**src/rtl/hb_seq_pkg.sv**
```systemverilog
package hb_seq_pkg;
  typedef enum logic [1:0] {
    ST_OFF = 2'd0,
    ST_DT  = 2'd1,
    ST_HI  = 2'd2,
    ST_LO  = 2'd3
  } hb_state_e;

  localparam int NUM_GATES = 2;
  localparam int GATE_HI   = 0;
  localparam int GATE_LO   = 1;
endpackage

```
**src/rtl/hb_countdown.sv**
```systemverilog
module hb_countdown #(
  parameter int W = 12
) (
  input  logic         clk,
  input  logic         rst_n,
  input  logic         load,
  input  logic [W-1:0] len,
  output logic         busy,
  output logic         expire
);
  logic [W-1:0] cnt_q, cnt_d;
  logic         busy_d;

  always_comb begin
    cnt_d  = cnt_q;
    busy_d = busy;
    if (load) begin
      busy_d = 1'b1;
      cnt_d  = len - W'(1);
    end else if (busy) begin
      if (cnt_q == '0) busy_d = 1'b0;
      else             cnt_d  = cnt_q - W'(1);
    end
  end

  always_ff @(posedge clk or negedge rst_n) begin
    if (!rst_n) begin
      busy  <= 1'b0;
      cnt_q <= '0;
    end else begin
      busy  <= busy_d;
      cnt_q <= cnt_d;
    end
  end

  assign expire = busy & (cnt_q == '0);


  load_opens_window_chk: assert property (@(posedge clk) disable iff (!rst_n)
    load |=> busy);
endmodule

```
**src/rtl/hb_handshake_fsm.sv**
```systemverilog
module hb_handshake_fsm
  import hb_seq_pkg::*;
#(
  parameter int DT_W = 4
) (
  input  logic            clk,
  input  logic            rst_n,
  input  logic [1:0]      cmd,
  input  logic            indep,
  input  logic            mon_hi,
  input  logic            mon_lo,
  input  logic [DT_W-1:0] dt_len,
  input  logic            halt,
  output logic            nxt_hi,
  output logic            nxt_lo,
  output logic            gate_hi,
  output logic            gate_lo
);
  hb_state_e       st_q, st_d;
  logic [DT_W-1:0] dt_q, dt_d;
  logic            pend_hi_q, pend_hi_d;
  logic            req_hi, req_lo, opp_clear;
  logic            armed_q;

  assign req_hi    = (cmd == 2'b01);
  assign req_lo    = (cmd == 2'b10);
  assign opp_clear = req_hi ? ~mon_lo : ~mon_hi;

  always_comb begin
    st_d      = st_q;
    dt_d      = dt_q;
    pend_hi_d = pend_hi_q;
    nxt_hi    = 1'b0;
    nxt_lo    = 1'b0;
    if (halt) begin
      st_d = ST_OFF;
    end else if (indep) begin
      st_d   = ST_OFF;
      nxt_hi = cmd[0];
      nxt_lo = cmd[1];
    end else begin
      unique case (st_q)
        ST_OFF: begin
          if ((req_hi | req_lo) && opp_clear) begin
            pend_hi_d = req_hi;
            if (dt_len == '0) begin
              st_d = req_hi ? ST_HI : ST_LO;
            end else begin
              st_d = ST_DT;
              dt_d = dt_len - DT_W'(1);
            end
          end
        end
        ST_DT: begin
          if (!(req_hi | req_lo) || (req_hi != pend_hi_q) || !opp_clear)
            st_d = ST_OFF;
          else if (dt_q == '0)
            st_d = pend_hi_q ? ST_HI : ST_LO;
          else
            dt_d = dt_q - DT_W'(1);
        end
        ST_HI:   if (!req_hi) st_d = ST_OFF;
        ST_LO:   if (!req_lo) st_d = ST_OFF;
        default: st_d = ST_OFF;
      endcase
      nxt_hi = (st_d == ST_HI);
      nxt_lo = (st_d == ST_LO);
    end
  end

  always_ff @(posedge clk or negedge rst_n) begin
    if (!rst_n) begin
      st_q      <= ST_OFF;
      dt_q      <= '0;
      pend_hi_q <= 1'b0;
      gate_hi   <= 1'b0;
      gate_lo   <= 1'b0;
      armed_q   <= 1'b0;
    end else begin
      st_q      <= st_d;
      dt_q      <= dt_d;
      pend_hi_q <= pend_hi_d;
      gate_hi   <= nxt_hi;
      gate_lo   <= nxt_lo;
      armed_q   <= 1'b1;
    end
  end


  hi_waits_for_lo_chk: assert property (@(posedge clk) disable iff (!rst_n)
    armed_q && $rose(gate_hi) && !$past(indep) |-> !$past(mon_lo));


  lo_waits_for_hi_chk: assert property (@(posedge clk) disable iff (!rst_n)
    armed_q && $rose(gate_lo) && !$past(indep) |-> !$past(mon_hi));


  fault_forces_off_chk: assert property (@(posedge clk) disable iff (!rst_n)
    halt |=> !gate_hi && !gate_lo);


  indep_follows_cmd_chk: assert property (@(posedge clk) disable iff (!rst_n)
    armed_q && $past(indep) && !$past(halt) |->
      gate_hi == $past(cmd[0]) && gate_lo == $past(cmd[1]));
endmodule

```
**src/rtl/hb_gate_fault.sv**
```systemverilog
module hb_gate_fault
  import hb_seq_pkg::*;
(
  input  logic                 clk,
  input  logic                 rst_n,
  input  logic                 chk,
  input  logic                 chk_lo,
  input  logic                 exp_lvl,
  input  logic [NUM_GATES-1:0] mon,
  input  logic                 clr,
  output logic [NUM_GATES-1:0] flt
);
  for (genvar g = 0; g < NUM_GATES; g++) begin : g_gate
    logic set_g;
    assign set_g = chk & (chk_lo == 1'(g)) & (mon[g] != exp_lvl);

    always_ff @(posedge clk or negedge rst_n) begin
      if (!rst_n)                flt[g] <= 1'b0;
      else if (set_g | clr)      flt[g] <= set_g;
    end


    fault_cause_chk: assert property (@(posedge clk) disable iff (!rst_n)
      $rose(flt[g]) |-> $past(chk) && ($past(mon[g]) != $past(exp_lvl)));
  end
endmodule

```
**src/rtl/hb_gate_sequencer.sv**
```systemverilog
module hb_gate_sequencer
  import hb_seq_pkg::*;
#(
  parameter int WIN_BASE = 500,
  parameter int DT_STEP  = 4
) (
  input  logic       clk,
  input  logic       rst_n,
  input  logic [1:0] phase_cmd,
  input  logic       indep_mode,
  input  logic [1:0] win_sel,
  input  logic [1:0] dead_sel,
  input  logic       mon_hi,
  input  logic       mon_lo,
  input  logic       flt_clr,
  output logic       gate_hi,
  output logic       gate_lo,
  output logic       strong_hi,
  output logic       strong_lo,
  output logic       pd_hi,
  output logic       pd_lo,
  output logic       flt_hi,
  output logic       flt_lo
);
  localparam int WIN_W = $clog2(WIN_BASE * 8 + 1);
  localparam int DT_W  = $clog2(DT_STEP * 3 + 1);

  logic [1:0]           rst_sync_q;
  logic                 rst_q;
  logic [WIN_W-1:0]     win_len;
  logic [DT_W-1:0]      dt_len;
  logic                 nxt_hi, nxt_lo;
  logic                 start_hi, start_lo, win_load;
  logic                 win_busy, win_expire;
  logic                 win_lo_q, win_exp_q;
  logic [NUM_GATES-1:0] flt_vec;

  always_ff @(posedge clk or negedge rst_n) begin
    if (!rst_n) rst_sync_q <= 2'b00;
    else        rst_sync_q <= {rst_sync_q[0], 1'b1};
  end
  assign rst_q = rst_sync_q[1];

  assign win_len = WIN_W'(WIN_BASE) << win_sel;
  assign dt_len  = DT_W'(DT_STEP) * DT_W'(dead_sel);

  hb_handshake_fsm #(.DT_W(DT_W)) u_fsm (
    .clk     (clk),
    .rst_n   (rst_q),
    .cmd     (phase_cmd),
    .indep   (indep_mode),
    .mon_hi  (mon_hi),
    .mon_lo  (mon_lo),
    .dt_len  (dt_len),
    .halt    (|flt_vec),
    .nxt_hi  (nxt_hi),
    .nxt_lo  (nxt_lo),
    .gate_hi (gate_hi),
    .gate_lo (gate_lo)
  );

  assign start_hi = nxt_hi ^ gate_hi;
  assign start_lo = (nxt_lo ^ gate_lo) & ~start_hi;
  assign win_load = start_hi | start_lo;

  always_ff @(posedge clk or negedge rst_q) begin
    if (!rst_q) begin
      win_lo_q  <= 1'b0;
      win_exp_q <= 1'b0;
    end else if (win_load) begin
      win_lo_q  <= start_lo;
      win_exp_q <= start_hi ? nxt_hi : nxt_lo;
    end
  end

  hb_countdown #(.W(WIN_W)) u_win (
    .clk    (clk),
    .rst_n  (rst_q),
    .load   (win_load),
    .len    (win_len),
    .busy   (win_busy),
    .expire (win_expire)
  );

  hb_gate_fault u_flt (
    .clk     (clk),
    .rst_n   (rst_q),
    .chk     (win_expire & ~win_load),
    .chk_lo  (win_lo_q),
    .exp_lvl (win_exp_q),
    .mon     ({mon_lo, mon_hi}),
    .clr     (flt_clr),
    .flt     (flt_vec)
  );

  assign strong_hi = win_busy & ~win_lo_q;
  assign strong_lo = win_busy &  win_lo_q;
  assign pd_lo     = win_busy & ~win_lo_q & ~gate_lo;
  assign pd_hi     = win_busy &  win_lo_q & ~gate_hi;
  assign flt_hi    = flt_vec[GATE_HI];
  assign flt_lo    = flt_vec[GATE_LO];


  hi_change_strong_chk: assert property (@(posedge clk) disable iff (!rst_q)
    ($rose(gate_hi) || $fell(gate_hi)) |-> strong_hi);


  lo_change_strong_chk: assert property (@(posedge clk) disable iff (!rst_q)
    ($rose(gate_lo) || $fell(gate_lo)) && $stable(gate_hi) |-> strong_lo);
endmodule

```
**config.mk**
```make
export PLATFORM = sky130hd
export DESIGN_NAME = hb_gate_sequencer
export DESIGN_NICKNAME = d
export VERILOG_FILES = /design/src/rtl/hb_seq_pkg.sv /design/src/rtl/hb_countdown.sv /design/src/rtl/hb_handshake_fsm.sv /design/src/rtl/hb_gate_fault.sv /design/src/rtl/hb_gate_sequencer.sv
export SDC_FILE = /design/constraint.sdc
export NUM_CORES = 1
export LEC_CHECK = 0
export ABC_AREA = 1
export ABC_CLOCK_PERIOD_IN_PS = 1000
export BUFFER_PORTS_ARGS = -buffer_cell sky130_fd_sc_hd__buf_4
export CELL_PAD_IN_SITES_DETAIL_PLACEMENT = 0
export CELL_PAD_IN_SITES_GLOBAL_PLACEMENT = 1
export CORE_UTILIZATION = 38
export CTS_BUF_LIST = sky130_fd_sc_hd__clkbuf_16
export CTS_CLUSTER_DIAMETER = 150
export DETAILED_ROUTE_END_ITERATION = 7
export GPL_TIMING_DRIVEN = 0
export PLACE_DENSITY_LB_ADDON = 0.1
export SYNTH_ARGS = -nofsm -noshare
export SYNTH_HDL_FRONTEND = slang
export SYNTH_HIERARCHICAL = 1
export SYNTH_SLANG_ARGS = --single-unit
```
**constraint.sdc**
```tcl
create_clock -name clk -period 1 [get_ports clk]
set_clock_uncertainty 0.2 [all_clocks]
set_input_delay 0.05 -clock clk [delete_from_list [all_inputs] [get_ports clk]]
set_output_delay 0.05 -clock clk [all_outputs]
set_load 0.005 [all_outputs]
```
# Word-level counts from Yosys, hierarchy flattened
# Cells that the tools add are included.
# W data, S select, Z words.
[word_totals]
output_inout_bits = 8
register_bits = 28
word_cells = 103
[classes]
n_addsub = 4
reduce_logical = 15
bitwise = 26
n_eq_ne = 15
n_shift = 1
muxes = 30
[op_table]
columns = ["operator", "n"]
rows = [
  ["$mux W12", 3],
  ["$sub A12 B1 Y12 const B", 2],
  ["$mux W2", 10],
  ["$mux W4", 4],
  ["$logic_not A12 Y1", 1],
  ["$shl A9 B2 Y12 const A", 1],
  ["$and A1 B1 Y1", 11],
  ["$mux W1", 11],
  ["$eq A2 B2 Y1 const B", 5],
  ["$not A1 Y1", 9],
  ["$logic_not A4 Y1", 2],
  ["$ne A2 B2 Y1 const B", 4],
  ["$pmux W2 S4", 1],
  ["$pmux W4 S2", 1],
  ["$sub A4 B1 Y4 const B", 2],
  ["$reduce_and A7 Y1", 1],
  ["$eq A2 B1 Y1 const B", 2],
  ["$or A1 B1 Y1", 4],
  ["$reduce_and A4 Y1", 1],
  ["$reduce_bool A2 Y1", 2],
  ["$ne A1 B1 Y1", 3],
  ["$logic_not A1 Y1", 2],
  ["$logic_not A2 Y1", 1],
  ["$logic_or A1 B1 Y1", 2],
  ["other kinds (5)", 6],
]

# Depth between registers and ports, before layout
# Gate-level depths: netlist of the first run.
[depth]
depth_word = 21
depth_mapped = 30
ltp_nobuf = 28

# Hierarchy
# Netlist of the first run, hierarchy kept.
[by_module_without_submodules]
columns = ["module", "area_each_um2", "n_inst", "cells_each", "seq_area_each_um2"]
rows = [
  ["hb_countdown", 1132.3, 1, 175, 325.3],
  ["hb_handshake_fsm", 718.2, 1, 109, 225.2],
  ["hb_gate_sequencer", 252.7, 1, 40, 100.1],
  ["hb_gate_fault", 120.1, 1, 20, 50.0],
]

# Worst setup path before layout of the first run
# Ideal clock, no wire load.
[synth_path]
kind = "flip-flop to flip-flop"
start = "register u_flt.flt[1]"
end = "register u_win.cnt_q[10]"
path_slack_ns = -1.984
path_stages_with_launch = 25
arrival_time_ns = 2.667
path_buffers = 2
setup_time_ns = 0.117
synth_period_minus_slack_ns = 2.984
path_cell_list = "dfrtp_1 -> or2_2 -> nor2_2 -> inv_1 -> nor2_1 -> nand2_1 -> nand2_2 -> nand2_1 -> nand2_1 -> inv_1 -> nand2_1 -> nand2_2 -> nor2_2 -> inv_2 -> buf_6 -> inv_6 -> buf_12 -> nand2_2 -> nand2_2 -> ha_1 -> nand2_1 -> nor2_4 -> nand4_1 -> nand3_1 -> nand2_1"
[synth_via]
elab_chain_cells = 8
elab_cells_between_ends = 12
[synth_rtl]
columns = ["item", "line", "source"]
rows = [
  ["start: declaration", "hb_gate_fault.sv:11", "output logic [NUM_GATES-1:0] flt"],
  ["start signal: indexed assignment", "hb_gate_fault.sv:19", "else if (set_g | clr) flt[g] <= set_g;"],
  ["$reduce_or A2 Y1 (*)", "hb_gate_sequencer.sv:55", ".halt (|flt_vec),"],
  ["$mux W1 (*)", "hb_handshake_fsm.sv:35", "if (halt) begin"],
  ["via nxt_hi", "hb_gate_sequencer.sv:32", "logic nxt_hi, nxt_lo;"],
  ["$xor A1 B1 Y1 (*)", "hb_gate_sequencer.sv:62", "assign start_hi = nxt_hi ^ gate_hi;"],
  ["$not A1 Y1", "hb_gate_sequencer.sv:63", "assign start_lo = (nxt_lo ^ gate_lo) & ~start_hi;"],
  ["$and A1 B1 Y1", "hb_gate_sequencer.sv:63", ""],
  ["$or A1 B1 Y1 (*)", "hb_gate_sequencer.sv:64", "assign win_load = start_hi | start_lo;"],
  ["via win_load", "hb_gate_sequencer.sv:33", "logic start_hi, start_lo, win_load;"],
  ["$ne A2 B2 Y1 (no line) / $reduce_bool A2 Y1 (equally long branches)", "n/a", ""],
  ["$reduce_and A2 Y1 (no line)", "n/a", ""],
  ["end signal: assignment", "hb_countdown.sv:32", "cnt_q <= cnt_d;"],
  ["end: declaration", "hb_countdown.sv:11", "logic [W-1:0] cnt_q, cnt_d;"],
]
# The timed path passes the listed nets; every way through them passes the cells marked *.
# A chain may end at the register's enable or synchronous reset.

# Final worst setup path of the first run
[layout_path]
start = "register u_flt.flt[0]"
end = "register u_win.cnt_q[10]"
# Same word-level chain as after synthesis.

==> results.sh, run 1 <==
export IMPL_status="complete, but fails checks"
export IMPL_failed_checks="negative hold slack, negative setup slack"
export IMPL_crit_path_end_kind="register"
export IMPL_rows=27
export IMPL_die_height_um=78.5
export IMPL_cts_htree_levels=1
export IMPL_grt_max_degree=27
export IMPL_antenna_found_initial=0
export IMPL_io_buffers=19
export IMPL_whs_path_depth=3
export IMPL_tritoncts="done"
export IMPL_irDropWorstVdd_uv=1180
export IMPL_clk_latency_ns=0.26
export IMPL_period_needed_ns=3.03
export IMPL_synthCells=344
export IMPL_ctsHoldBuffers=5
export IMPL_syn2layout_area_growth_pct=61.2
export IMPL_coreArea_um2=5570
export IMPL_setup_viol=34
export IMPL_drc=0
export IMPL_layout_nets=458
export IMPL_synth_seq_area_share_pct=31.5
export IMPL_syn_cell_area_um2=2220
export IMPL_cp_start_kind="register"
export IMPL_worst_setup_path_type="reg2reg"
export IMPL_drt_initial_drc_count=73
export IMPL_leakagePower_nw=1.90
export IMPL_postRouteAntennaNets=0
export IMPL_hold_viol=4
export IMPL_slew_violations=0
export IMPL_postSynthAreaPerCell_um2=6.46
export IMPL_gr_total_overflow=0
export IMPL_dieArea_um2=6160
export IMPL_vias=2309
export IMPL_grt_pass1_vias=2122
export IMPL_top_layer="met4"
export IMPL_wl_met3_um=138
export IMPL_p_total_w=0.00486
export IMPL_diodes=0
export IMPL_initial_core_util_pct=39.9
export IMPL_grt_usage_pct=19.6
export IMPL_fmax_mhz=330
export IMPL_root_buffer="clkbuf_16"
export IMPL_path_max_fanout=4
export IMPL_clkSinkCount=28
export IMPL_dr_pass1_iters=4
export IMPL_clk_path_buf_depth=2
export IMPL_yosysWarnings=6
export IMPL_synth_cell_types=30
export IMPL_grt_pass1_wl_um=9450
export IMPL_clk_pin_slew_ns=0.07
export IMPL_dpl_hpwl_um=3790
export IMPL_fin_crit_sh_pct=303
export IMPL_cts_buffers_inserted=3
export IMPL_ios=20
export IMPL_worstHoldPathType="in2reg"
export IMPL_critPathArrivalTime_ns=3.00
export IMPL_wl_met1_um=2940
export IMPL_detail_route_wl_per_cell_um=12.2
export IMPL_drive_gt1_share_pct=43.6
export IMPL_cellPowerDensity_nw_per_um2=1360
export IMPL_pre_cts_ws_ns=-2.12
export IMPL_fp_dieW_um=78.5
export IMPL_drt_total_wl_um=6260
export IMPL_gp_congestion=0.792
export IMPL_rsz0062_at_grt="yes"
export IMPL_required_ns=0.96
export IMPL_wl_met2_um=3130
export IMPL_r2r_cells=25
export IMPL_hold_ws_ns=-0.0598
export IMPL_synth_seq_cells=28
export IMPL_cap_violations=0
export IMPL_worst_slack_ns=-2.03
export IMPL_drt_vias_per_instance=4.51
export IMPL_tns_ns=-39.76
-- worst max-delay path, stage by stage (launching register included) --
cell and delay, ns:
dfrtp_1 0.38, or2_4 0.27, nor2_4 0.13, inv_2 0.07, nor2_4 0.10, nand2_2 0.08, nand2_4 0.09, nand2_2 0.06
nand2_4 0.07, inv_2 0.04, nand2_2 0.07, nand2_2 0.08, nor2_4 0.13, inv_2 0.05, buf_8 0.13, inv_8 0.06
buf_12 0.10, nand2_4 0.04, nand2_4 0.06, ha_4 0.15, nand2_4 0.06, nor2_4 0.14, buf_12 0.12, nand4_1 0.09
nand3_1 0.08, nand2_1 0.05
-- routing by layer --
metal	track usage [%]	up-vias
met5	0	-
met4	4.81	0
met3	2.91	7
met2	33.1	24
met1	26.0	1067
li1	-	1211
-- worst paths after layout --
path / endpoint / slack, ns / start
max in group asynchronous: u_fsm/gate_hi / 0.28 / rst_sync_q[1]
max reg2reg: u_win/cnt_q[10] / -2.03 / u_flt/flt[0]
max: u_win/cnt_q[10] / -2.03 / u_flt/flt[0]
min: u_fsm/gate_hi / -0.06 / indep_mode
min in group asynchronous: rst_sync_q[0] / -0.02 / rst_n
min reg2reg: u_win/cnt_q[7] / 0.04 / rst_sync_q[1]
-- where the power goes --
part	total, W	switching, W	internal, W	leakage (nW)
Sequential	0.00159	0.000227	0.00136	0.334
Combinational	0.00208	0.00112	0.000963	1.52
Clock	0.00119	0.000395	0.000798	0.0511
-- final cells by class --
type | count | area (um2)
fill | 491 | 1990
multi-input combinational | 252 | 1520
timing repair buffer | 85 | 827
sequential | 28 | 711
inverter | 67 | 269
tap | 72 | 90.1
clock buffer | 3 | 75.1
buffer | 4 | 66.3
clock inverter | 1 | 30.0
-- kinds of logic after synthesis --
| group | Yosys count | synth area share [%] |
|---|---|---|
| xor gates and xnor gates | 6 | 2.36 |
| AOI/OAI and AO/OA | 16 | 4.50 |
| other | 2 | 0.338 |
| buffers and inverters | 71 | 14.4 |
| adders and majority gates | 5 | 2.81 |
| and+or+nand+nor | 216 | 44.1 |
| DFF | 28 | 31.5 |
-- cell usage after synthesis (all sizes together) --
cell,instances,area [um2]
xor2,4,35.0
o21ai,13,76.3
nand2,143,594
nor3,1,5.00
conb,2,7.51
buf,4,53.8
nand3,26,148
xnor2,2,17.5
o21bai,2,15.0
inv,65,249
a21oi,1,8.76
dfrtp,28,701
or2,1,6.26
ha,5,62.6
clkinv,2,17.5
nand4,3,18.8
nor2,42,208
-- timing repair --
| action | in CTS | in global routing |
|---|---|---|
| gates resized for setup | 50 | 63 |
| endpoints found under the hold margin | 7 | 4 |
| cloned | 3 | 0 |
| pin swaps | 25 | 29 |
| setup endpoints to repair | 34 | 38 |
| setup buffers | 28 | 32 |
-- cell usage in the layout (no fill, tap or decap), types with 8 or more instances in the layout --
master and instances:
nor2_4 14, nand2_2 24, o21ai_1 8, nand3_1 19
buf_4 46, nand2_4 13, nor2_1 17, conb_1 8
dfrtp_1 22, buf_6 32, nand2_1 104, inv_1 50
inv_2 14, nor2_2 11
-- metrics by stage --
stage	std cells	util, %	hold WS [ns]	area [um2]
final	512	64.3	-0.0598	3580
after global routing	512	64.3	-0.0555	3580
after CTS	481	55.8	-0.0783	3110
after global placement	441	45.3	-0.368	2520
after detailed placement	441	45.3	-0.366	2520
after floorplan	350	-	-0.446	2290
-- flip-flops by register name (all words and copies together), names as in the netlist --
signal           count
u_fsm/dt_q           4
u_fsm/st_q           2
u_fsm/gate_lo        1
u_win/busy           1
u_win/cnt_q         12
u_fsm/gate_hi        1
u_fsm/pend_hi_q      1
win_lo_q             1
rst_sync_q           2
win_exp_q            1
u_flt/flt            2
No activity file was read; power rests on OpenSTA's default activity.
==> run 2, diff against run 1 <==
Settings changed: CTS_BUF_LIST sky130_fd_sc_hd__clkbuf_16 to unset.
==> run 2 against run 1 <==
Against the previous run:
- the run still ends with negative hold slack, negative setup slack left
- core utilization rose by 3.9 points
- clock-buffer cell count is the same
- hold slack lost 0.0064 ns
- sequential share of layout area down 1.1 points
- maximum frequency fell by 1.6%
- critical path depth down 1
- first-iteration DRC count up 68%
- via count up 3.4%
- register-to-register slack worse by 0.05 ns
- cell count rose by 1.8%
- sequential cell count stayed put
- die area is the same
- highest routed layer unchanged
==> results.sh, run 2 (synthesized netlist as in run 1, its figures left out) <==
export IMPL_irDropWorstVdd_uv=1260
export IMPL_crit_path_end_kind="register"
export IMPL_postLayoutCellArea_um2=3800
export IMPL_r2r_end="u_fsm/st_q[1]"
export IMPL_hold_ws_ns=-0.0662
export IMPL_critPathMaxStageDelay_ns=0.49
export IMPL_post_dp_cell_area_um2=2520
export IMPL_rsz0062_at_grt="yes"
export IMPL_regMostFlops="u_win/cnt_q"
export IMPL_clkSinkCount=28
export IMPL_cellPowerDensity_nw_per_um2=1270
export IMPL_clk_latency_ns=0.28
export IMPL_drt_initial_drc_count=123
export IMPL_syn2layout_area_growth_pct=71.1
export IMPL_fp_dieW_um=78.5
export IMPL_period_needed_ns=3.08
export IMPL_postRouteAntennaNets=0
export IMPL_critPathArrivalTime_ns=3.06
export IMPL_dieArea_um2=6160
export IMPL_gr_total_overflow=0
export IMPL_drc=0
export IMPL_drt_total_wl_um=6650
export IMPL_status="complete, but fails checks"
export IMPL_grt_pass1_wl_um=9450
export IMPL_required_ns=0.98
export IMPL_antenna_found_initial=0
export IMPL_failed_checks="negative hold slack, negative setup slack"
export IMPL_r2r_setup_slack_ns=-2.08
export IMPL_ios=20
export IMPL_crit_start="u_fsm/st_q[0]"
export IMPL_fmax_mhz=325
export IMPL_cp_start_kind="register"
export IMPL_hold_viol=2
export IMPL_final_cells=521
export IMPL_root_buffer="clkbuf_8"
export IMPL_vias=2388
export IMPL_slowest_stage="dfrtp_2"
export IMPL_cts_buffers_inserted=3
export IMPL_largest_reg_flops=12
export IMPL_cap_violations=0
export IMPL_io_buffers=19
export IMPL_critical_path_endpoint="u_fsm/st_q[1]"
export IMPL_drive_gt1_share_pct=49.2
export IMPL_fin_crit_sh_pct=308
export IMPL_layout_common_cells="nand2_1, inv_1, buf_4, buf_6"
export IMPL_ctsHoldBuffers=5
export IMPL_tritoncts="done"
export IMPL_initial_core_util_pct=39.9
export IMPL_r2r_cells=24
export IMPL_dr_pass1_iters=4
export IMPL_rows=27
export IMPL_die_height_um=78.5
export IMPL_leakagePower_nw=1.98
export IMPL_cp_cell_sequence="buf_6 -> nand3_4 -> nand2_2 -> inv_2 -> nand2_2 -> nand2_2 -> nand2_4 -> buf_6 -> buf_6 -> buf_6 -> buf_6 -> buf_6 -> buf_6 -> buf_6 -> buf_6 -> buf_6 -> buf_6 -> buf_6 -> buf_6 -> buf_6 -> buf_6 -> buf_6 -> buf_6 -> buf_6"
export IMPL_coreArea_um2=5570
export IMPL_layout_nets=467
export IMPL_dpl_hpwl_um=3790
export IMPL_clk_pin_slew_ns=0.10
export IMPL_path_max_fanout=4
export IMPL_drt_vias_per_instance=4.58
export IMPL_dp_cells=441
export IMPL_worst_slack_ns=-2.08
export IMPL_grt_max_degree=27
export IMPL_reg_top3="u_win/cnt_q x12, u_fsm/dt_q x4"
export IMPL_clk_path_buf_depth=2
export IMPL_pre_cts_ws_ns=-2.12
export IMPL_slew_violations=0
export IMPL_cts_htree_levels=1
export IMPL_gp_congestion=0.792
export IMPL_diodes=0
export IMPL_r2r_start="u_fsm/st_q[0]"
export IMPL_hold_path_startpoint="indep_mode"
export IMPL_grt_pass1_vias=2123
export IMPL_cp_common_cell="buf_6"
export IMPL_tns_ns=-39.73
export IMPL_grt_usage_pct=19.3
export IMPL_final_common_cell="nand2_1"
export IMPL_detail_route_wl_per_cell_um=12.8
export IMPL_worstHoldPathType="in2reg"
export IMPL_setup_viol=34
export IMPL_worst_setup_path_type="reg2reg"
[run 2: cell types whose count changed in the layout (fill, tap and decap cells not counted), sizes merged]
cell         previous run  this run
buf                    84        93
bufbuf                  1         0
dlygate4sd3             4         5
[run 2: worst min-delay path by stage]
stage,cells past startpoint,end
after detailed placement,1,rst_sync_q[0]
after global placement,1,rst_sync_q[0]
final,3,u_fsm/gate_hi
after CTS,5,u_fsm/st_q[0]
after floorplan,0,rst_sync_q[0]
after global routing,3,u_fsm/gate_hi
[run 2: area by class of cell]
cell class	instances	area (um2)
Multi-Input combinational cell	252	1670
Clock buffer	3	41.3
Inverter	67	269
Buffer	4	66.3
Sequential cell	28	711
Tap cell	72	90.1
Clock inverter	1	30.0
Timing Repair Buffer	94	923
Fill cell	463	1770
[run 2: worst max-delay path: cells and delay by family (launching register included)]
kind                   cells  cell delay [ns]
buffers and inverters     19             1.95
flip-flops                 1             0.49
AND/OR/NAND/NOR            5             0.33
[run 2: where the power goes]
part | leakage, nW | switching [W] | internal (W)
Combinational | 1.61 | 0.00125 | 0.00108
Clock | 0.0357 | 0.000355 | 0.000536
Sequential | 0.334 | 0.000241 | 0.00136
[run 2: metrics by stage]
step | total power (W) | hold slack (ns) | utilization [%]
after floorplan | 0.00267 | -0.446 | -
after global placement | 0.00301 | -0.368 | 45.3
after detailed placement | 0.00303 | -0.366 | 45.3
after CTS | 0.00435 | -0.0993 | 56.2
after global routing | 0.00516 | -0.0690 | 68.2
final | 0.00482 | -0.0662 | 68.2
[run 2: metal layers]
metal	GRT usage, %	part of all wire, %
met4	2.22	1.0
met3	2.91	2.4
met2	33.6	50
met5	0	0
met1	25.9	46
[run 2: repair_timing]
action                                  4_1_cts  5_1_grt
endpoints found under the hold margin         7        2
gates cloned                                  2        1
gates resized for setup                      55      111
pin swaps                                    26       57
endpoints found under the setup margin       34       48
setup buffers                                34       44
